==> src/rtl/timer_pkg.sv <==
package timer_pkg;

  localparam int WORD_W  = 32;
  localparam int CNT_W   = 29;
  localparam int RUN_BIT = 31;
  localparam int REP_BIT = 30;
  localparam int ACK_BIT = 30;

  typedef logic [CNT_W-1:0] count_t;

  typedef struct packed {
    logic   run;
    logic   rep;
    count_t count;
  } ctrl_t;

  function automatic ctrl_t unpack_ctrl(input logic [WORD_W-1:0] w);
    ctrl_t c;
    c.run   = w[RUN_BIT];
    c.rep   = w[REP_BIT];
    c.count = w[CNT_W-1:0];
    return c;
  endfunction

  function automatic logic [WORD_W-1:0] pack_ctrl(input logic run, input logic rep,
                                                  input count_t count);
    logic [WORD_W-1:0] w;
    w = '0;
    w[RUN_BIT] = run;
    w[REP_BIT] = rep;
    w[CNT_W-1:0] = count;
    return w;
  endfunction

  function automatic logic [WORD_W-1:0] pack_status(input logic pend);
    logic [WORD_W-1:0] w;
    w = '0;
    w[ACK_BIT] = pend;
    return w;
  endfunction

  function automatic logic is_ack(input logic [WORD_W-1:0] w);
    return w[ACK_BIT];
  endfunction

  // Count after one tick, given that expiry has not happened.
  function automatic count_t step_down(input count_t c);
    return c - count_t'(1);
  endfunction

endpackage

==> src/rtl/timer_decode.sv <==
module timer_decode #(
  parameter int NUM_CH = 2,
  parameter int ADDR_W = 8
) (
  input  logic              bus_wr,
  input  logic [ADDR_W-1:2] bus_addr,
  input  logic              ack_bit,
  output logic [NUM_CH-1:0] wr_ctrl,
  output logic [NUM_CH-1:0] wr_ack,
  output logic [NUM_CH-1:0] sel_hit,
  output logic              sel_off
);
  localparam int IDX_W = ADDR_W - 3;

  logic [IDX_W-1:0] slot;
  assign slot    = bus_addr[ADDR_W-1:3];
  assign sel_off = bus_addr[2];

  for (genvar k = 0; k < NUM_CH; k++) begin : g_slot
    assign sel_hit[k] = (slot == IDX_W'(k));
    assign wr_ctrl[k] = bus_wr && sel_hit[k] && !sel_off;
    assign wr_ack[k]  = bus_wr && sel_hit[k] && sel_off && ack_bit;
  end
endmodule

==> src/rtl/timer_channel.sv <==
module timer_channel
  import timer_pkg::*;
(
  input  logic              clk,
  input  logic              rst_n,
  input  logic              tick,
  input  logic              wr_ctrl,
  input  logic              wr_ack,
  input  logic [WORD_W-1:0] wdata,
  output logic              run,
  output logic              rep,
  output count_t            count,
  output count_t            reload,
  output logic              expire,
  output logic              pend
);
  ctrl_t  new_ctrl;
  logic   at_zero;

  assign new_ctrl = unpack_ctrl(wdata);
  assign at_zero  = (count == '0);
  // A control write in the same cycle overrides the tick.
  assign expire   = tick && run && at_zero && !wr_ctrl;

  always_ff @(posedge clk or negedge rst_n) begin
    if (!rst_n) begin
      run    <= 1'b0;
      rep    <= 1'b0;
      count  <= '0;
      reload <= '0;
    end else if (wr_ctrl) begin
      run    <= new_ctrl.run;
      rep    <= new_ctrl.rep;
      count  <= new_ctrl.count;
      reload <= new_ctrl.count;
    end else if (tick && run) begin
      if (at_zero) begin
        if (rep) count <= reload;
        else     run   <= 1'b0;
      end else begin
        count <= step_down(count);
      end
    end
  end

  always_ff @(posedge clk or negedge rst_n) begin
    if (!rst_n)      pend <= 1'b0;
    else if (expire) pend <= 1'b1;
    else if (wr_ack) pend <= 1'b0;
  end
endmodule

==> src/rtl/tick_interval_timer.sv <==
module tick_interval_timer
  import timer_pkg::*;
#(
  parameter int NUM_CH = 2,
  parameter int ADDR_W = 8
) (
  input  logic              clk,
  input  logic              rst_n,
  input  logic              tick,
  input  logic              bus_wr,
  input  logic [ADDR_W-1:2] bus_addr,
  input  logic [31:0]       bus_wdata,
  output logic [31:0]       bus_rdata,
  output logic [NUM_CH-1:0] irq
);
  logic [NUM_CH-1:0]              ch_wr_ctrl;
  logic [NUM_CH-1:0]              ch_ack;
  logic [NUM_CH-1:0]              ch_hit;
  logic                           sel_off;
  logic [NUM_CH-1:0]              ch_run;
  logic [NUM_CH-1:0]              ch_rep;
  logic [NUM_CH-1:0]              ch_expire;
  logic [NUM_CH-1:0][CNT_W-1:0]   ch_count;
  logic [NUM_CH-1:0][CNT_W-1:0]   ch_reload;

  timer_decode #(.NUM_CH(NUM_CH), .ADDR_W(ADDR_W)) u_decode (
    .bus_wr  (bus_wr),
    .bus_addr(bus_addr),
    .ack_bit (is_ack(bus_wdata)),
    .wr_ctrl (ch_wr_ctrl),
    .wr_ack  (ch_ack),
    .sel_hit (ch_hit),
    .sel_off (sel_off)
  );

  for (genvar k = 0; k < NUM_CH; k++) begin : g_ch
    timer_channel u_ch (
      .clk    (clk),
      .rst_n  (rst_n),
      .tick   (tick),
      .wr_ctrl(ch_wr_ctrl[k]),
      .wr_ack (ch_ack[k]),
      .wdata  (bus_wdata),
      .run    (ch_run[k]),
      .rep    (ch_rep[k]),
      .count  (ch_count[k]),
      .reload (ch_reload[k]),
      .expire (ch_expire[k]),
      .pend   (irq[k])
    );
  end

  always_comb begin
    bus_rdata = '0;
    for (int k = 0; k < NUM_CH; k++) begin
      if (ch_hit[k]) begin
        bus_rdata = sel_off ? pack_status(irq[k])
                            : pack_ctrl(ch_run[k], ch_rep[k], ch_count[k]);
      end
    end
  end
endmodule

==> config.mk <==
export PLATFORM = sky130hd
export DESIGN_NAME = tick_interval_timer
export DESIGN_NICKNAME = d
export VERILOG_FILES = /design/src/rtl/timer_pkg.sv /design/src/rtl/timer_decode.sv /design/src/rtl/timer_channel.sv /design/src/rtl/tick_interval_timer.sv
export SDC_FILE = /design/constraint.sdc
export NUM_CORES = 1
export LEC_CHECK = 0
export BUFFER_PORTS_ARGS = -buffer_cell sky130_fd_sc_hd__buf_4
export CAP_MARGIN = 30
export CORE_MARGIN = 2
export CORE_UTILIZATION = 45
export CTS_CLUSTER_DIAMETER = 40
export DETAILED_ROUTE_END_ITERATION = 12
export PLACE_DENSITY_LB_ADDON = 0.1
export SLEW_MARGIN = 20
export SYNTH_ARGS = -nofsm -noshare
export SYNTH_HDL_FRONTEND = slang
export SYNTH_SLANG_ARGS = --single-unit
==> constraint.sdc <==
create_clock -name clk -period 3.4 [get_ports clk]
set_clock_uncertainty 0.15 [all_clocks]
set_input_delay 0.17 -clock clk [delete_from_list [all_inputs] [get_ports clk]]
set_output_delay 0.17 -clock clk [all_outputs]
set_load 0.01 [all_outputs]
======== Word level (Yosys, flattened, before mapping) ========
Cells that the tools add are included.
cells by class
  add/subtract/negate cells ............... 2
  eq/ne operators ......................... 5
  muxes and demuxes ....................... 24
  reduce and logical (&&, ||, !) cells .... 30
operators with widths
  cell                     count
  $mux W29                 8
  $mux W32                 4
  $logic_not A29 Y1        2
  $sub A29 B1 Y29 const B  2
  $logic_and A1 B1 Y1      14
  $mux W1                  12
  $reduce_bool A2 Y1       6
  $ne A3 B1 Y1 const B     2
  $reduce_and A3 Y1        2
  $eq A5 B1 Y1 const B     1
  $logic_not A5 Y1         1
  $ne A2 B1 Y1 const B     2
  $reduce_and A2 Y1        2
  $logic_not A1 Y1         3
word-level totals
  register bits ........................... 122
  bits of input ports ..................... 42
  output and inout port bits .............. 34
  word-level logic and storage cells ...... 71

======== Logic depth before layout (Yosys ltp) ========
  depth after elaboration ................. 6
  mapped depth ............................ 10
  mapped depth without buffers ............ 8

======== Hierarchy ========
A second synthesis with hierarchy kept.
unflattened totals
  cells, all modules ...................... 884
  area, all modules ....................... 7,459.7 um^2
by module, submodules not included
  module               instances  cells an instance  area each (um^2)  sequential area each (um^2)
  timer_channel        2          380                3,375.7           1,526.5
  tick_interval_timer  1          111                640.6             0.0
  timer_decode         1          13                 67.6              0.0

======== Worst setup path before layout ========
No wires, ideal clock.
  path type ............................... register to register
  from .................................... register g_ch[1].u_ch.count[13]
  to ...................................... register g_ch[1].u_ch.count[1]
  library setup time ...................... 0.124 ns
  arrival time ............................ 2.641 ns
  data required time ...................... 3.126 ns
  slack ................................... 0.485 ns
  cell stages (with the launch flop) ...... 10
  path buffers ............................ 3
  period minus slack after synthesis ...... 2.915 ns
  cell sequence ........................... dfrtp_1 -> or4_1 -> buf_2 -> or3_1 -> buf_6 -> or4_4 -> buf_6 -> or3_1 -> a21oi_1 -> a21oi_1
on the way
  word-level cells in the longest chain between the ends .. 4
  elaborated cells between the ends (all ways) .. 6
  classes of those cells .................. eq/ne (1); mux (3); reduce/logical (2)
ends and longest elaborated chain
  item                      RTL line             text
  start: declaration        timer_channel.sv:12  output count_t count,
  start signal: assignment  timer_channel.sv:34  count <= new_ctrl.count;
  start signal: assignment  timer_channel.sv:38  if (rep) count <= reload;
  start signal: assignment  timer_channel.sv:41  count <= step_down(count);
  $logic_not A29 Y1 *       timer_channel.sv:21  assign at_zero = (count == '0);
  $mux W29                  timer_channel.sv:37  if (at_zero) begin
  $mux W29                  timer_channel.sv:36  end else if (tick && run) begin
  $mux W29                  timer_channel.sv:31  end else if (wr_ctrl) begin
Every way passes the cells marked *; elsewhere a longest branch is shown, timed or not. The select of a mux whose other input is x is not followed.
A chain may end at the register's enable or synchronous reset.

======== Worst setup path in the final report ========
  from .................................... register g_ch[0].u_ch.count[1]
  to ...................................... register g_ch[0].u_ch.run
on the way
  word-level cells in the longest chain between the ends .. 3
ends and longest elaborated chain
  item                                 RTL line             text
  start: declaration                   timer_channel.sv:12
  start signal: assignment             timer_channel.sv:34
  start signal: assignment             timer_channel.sv:38
  start signal: assignment             timer_channel.sv:41
  $logic_not A29 Y1                    timer_channel.sv:21
  $reduce_bool A2 Y1 (no source line)  --
  $reduce_and A3 Y1 (no source line)   --
  end signal: assignment               timer_channel.sv:32  run <= new_ctrl.run;
  end: declaration                     timer_channel.sv:10  output logic run,
Every way passes these cells.

==> flow_summary_export.csv <==
group,metric,value,unit
power_and_ir_drop,power.share.combinational,25.0,%
final_layout,layout_filler_cell_count,1440,
floorplan,starting_density,46.31,%
global_route,global_route.usage.total,29.44,%
setup_path,maximum_cell_stage_delay_along_the_critical_path,590,ps
power_and_ir_drop,pwr_density_cell,603.0,nW/um^2
logic_synthesis,area_share_of_the_largest_cell_type_after_synthesis,43.05,%
sta,min_period,3245,ps
cts,h-tree-depth,4,
route,residual_drc,0,
cts,cts_made_buffers,17,
power_and_ir_drop,p_int,3.532,mW
power_and_ir_drop,power.ir.vdd_worst,415.7,uV
final_layout,share_of_post_route_cells_with_drive_strength_above_1,15.63,%
placement,place_hpwl,16850,um
logic_synthesis,synth_area,7092,sq um
logic_synthesis,synth_cells,870,
cts,reg_clk_slew_reported_paths,60,ps
placement,routability_congestion,0.9417,
floorplan,boundaryPins,76,
logic_synthesis,synthTopCellsByCount,"nand2_1, dfrtp_1, nor2_1, o21ai_0, clkbuf_1",
logic_synthesis,postSynth.asyncResetShare,100.0,%
setup_path,critPathSlowestCell,"or4_1",
run,maxCapViolations,0,
sta,finalCritPeriodShare,95.45,%
hold_path,hold_path.startpoint,"tick",
setup_path,critPathMaxFanout,11,
placement,port-buffer-count,73,
final_layout,finish.net_count,1010,
cts,root_buffer,"clkbuf_16",
global_route,grt_antenna_before_repair,0,
outcome,run_status,"completed",
hold_path,hold_path_end,"g_ch[1].u_ch.run",
global_route,grt_first_pass_wirelength,37510,um
global_route,grt_max_degree,73,
floorplan,fp.dieW,129.5,um
floorplan,die_h,129.5,um
setup_path,end_kind,"register",
setup_path,rrSetupSlack,150,ps
setup_path,wp_data_required,3550,ps
setup_path,worstPathArrival,3390,ps
power_and_ir_drop,switchingPower,1.817,mW
floorplan,floorplan.die_area,16780,sq um
setup_path,critical-path-top-cell-by-count,"nand3_1",
power_and_ir_drop,power.share.clock,35.4,%
final_layout,layout-area-overhead-vs-synth,25.09,%
route,drtPass1Iterations,5,
logic_synthesis,synth_nets,914,
route,final_antenna_net_count,0,
power_and_ir_drop,switching_share,33.96,%
sta,max-slew-margin-rel,53.28,%
setup_path,crit_path_cell_trace,"inv_1, ha_1, or3b_2, or4_1, nor2_2, buf_4, nand3_1, nand3_1, nand2_1, dlygate4sd3_1",
setup_path,reg2regPathDepth,10,
power_and_ir_drop,post-layout-total-power,5.349,mW
cts,post_cts_buffers,0,
route,route.detailed.vias_per_inst,6.006,
route,via_count,7147,
sta,timing_hold_violations_final,0,
route,route.detailed.wl_per_inst,20.12,um
cts,tritoncts,"done",
setup_path,critical_setup_path_kind,"reg -> reg",
logic_synthesis,ys_seq_elements,122,
logic_synthesis,number_of_synthesized_flops_with_an_enable_pin,0,
sta,setup_viol,0,
route,detailedRoute.firstIterationViolations,680,
logic_synthesis,netlist_top_cells_area,"dfrtp_1, nand2_1, mux2i_1",
route,totalWireLength,23950,um
power_and_ir_drop,cellLeakagePower,4.177,nW
setup_path,type_of_origin_of_the_critical_path,"register",
logic_synthesis,synthFlopType,"dfrtp_1",
hold_path,holdCritPathClass,"in -> reg",
setup_path,crit-reg2reg-launch,"g_ch[0].u_ch.count[1]",
sta,finalMaxSlewViolations,0,
cts,clock-sinks,122,
sta,setup_repair_after_global_routing_missed_its_margin,"false",
final_layout,num_antenna_cells,0,
sta,fmax,308.1,MHz
sta,worstMarginPinSlew,700.7,ps
logic_synthesis,ys_types,69,
power_and_ir_drop,seq_power_share,39.6,%
setup_path,worst_r2r_endpoint,"g_ch[0].u_ch.run",
sta,fin_worst_hold_slack,24.57,ps
logic_synthesis,yosysWarningCount,0,
sta,final.setup.tns,0,ps
floorplan,floorplan.core_area,15310,sq um
global_route,first_global_vias,6835,
hold_path,holdPathStages,4,
logic_synthesis,avgSynthCellArea,8.151,sq um
logic_synthesis,yosys.cell_count.top_type,"nand2_1",
cts,cts_buffer_depth,2,
logic_synthesis,synth.largest_area_cell,"dfrtp_1",
global_route,globalRouteOverflowTotal,0,
cts,insertion_delay,420,ps
floorplan,core.rowCount,45,
logic_synthesis,synth_seq_area_share,43.05,%
-- per-stage QoR --
| stage | instance area, sq um | utilization, % | cells | setup slack [ps] |
|---|---|---|---|---|
| 6_report | 8871 | 57.92 | 1190 | 154.5 |
| 5_1_grt | 8871 | 57.92 | 1190 | 24.06 |
| 4_1_cts | 8869 | 57.91 | 1190 | 155.5 |
| 3_5_place_dp | 7910 | 51.65 | 1123 | 338.6 |
| 3_3_place_gp | 7910 | 51.65 | 1123 | 384.8 |
| 2_1_floorplan | 7092 | - | 870 | 485.1 |
-- sequential cells by signal (all words and copies together) (netlist names) --
signal and cells:
g_ch.u_ch.count 58, g_ch.u_ch.reload 58, g_ch.u_ch.pend 2, g_ch.u_ch.run 2
g_ch.u_ch.rep 2
-- logic make-up (layout without fill, tap and decap cells) --
| family | Yosys count | in the layout | share of synthesized area (%) |
|---|---|---|---|
| compound gates | 193 | 193 | 17.36 |
| xor+xnor | 11 | 11 | 1.358 |
| fa+ha+maj | 2 | 2 | 0.3528 |
| buf+inv | 73 | 182 | 4.322 |
| flops | 122 | 122 | 43.05 |
| mux | 37 | 37 | 5.505 |
| other cells | 1 | 1 | 0.05288 |
| simple gates | 431 | 431 | 28.00 |
-- repair_timing --
action,4_1_cts,5_1_grt
hold endpoints to repair,147,0
gates resized for setup,0,1
hold buffers,35,0
setup endpoints to repair,0,1
-- placed cells by master, fill, tap and decap left out, drive strengths merged, types with 19 or more instances in the layout --
cell and instances:
nand2 216, dfrtp 122, buf 101, nor2 79, o21ai 61, a21oi 38
dlygate4sd3 35, mux2i 30, nor3 30, clkbuf 25, or4 19
-- final cells by class --
cell class,count,area (sq um),area share [%]
multi-input combinational,675,3747,42.24
sequential,122,3053,34.41
timing repair buffer,136,1146,12.92
clock buffer,25,495.5,5.585
tap,211,264.0,2.976
clock inverter,7,112.6,1.269
inverter,14,52.55,0.5924
-- layer usage --
layer  vias to the layer above  track usage, %  wire length (um)  share of wire (%)
met3                        42           6.524              2012                8.4
met5                         -               0                 0                  0
met1                      3471           39.88             10190                 43
met4                         0           9.614               544                2.3
met2                       343           47.21             11200                 47
li1                       3291               -                 -                  -
-- critical path, delay by kind of cell, from the launching register on --
family	cells	cell delay (ps)
buffers and inverters	3	860
and+or+nand+nor	6	1500
DFF	1	430
adders and majority gates	1	170
-- power by group through the flow --
| stage | clock network, mW | registers [mW] | logic, mW |
|---|---|---|---|
| floorplan | 0 | 1.97 | 0.933 |
| global placement | 0 | 2.12 | 1.24 |
| detailed placement | 0 | 2.13 | 1.27 |
| CTS | 1.91 | 2.11 | 1.31 |
| global route | 1.98 | 2.16 | 1.48 |
| finish | 1.89 | 2.12 | 1.34 |
-- how the worst max path moves through the flow --
stage	from	to	slack [ps]	depth (start not counted)
CTS	g_ch[0].u_ch.count[1]	g_ch[0].u_ch.run	160	10
detailed placement	g_ch[1].u_ch.count[13]	g_ch[1].u_ch.count[3]	340	6
finish	g_ch[0].u_ch.count[1]	g_ch[0].u_ch.run	150	10
global placement	g_ch[1].u_ch.count[13]	g_ch[1].u_ch.count[18]	380	6
global route	g_ch[0].u_ch.count[1]	g_ch[0].u_ch.run	20	10
floorplan	g_ch[1].u_ch.count[13]	g_ch[1].u_ch.count[1]	490	9
No activity file was read; power rests on OpenSTA's default activity.
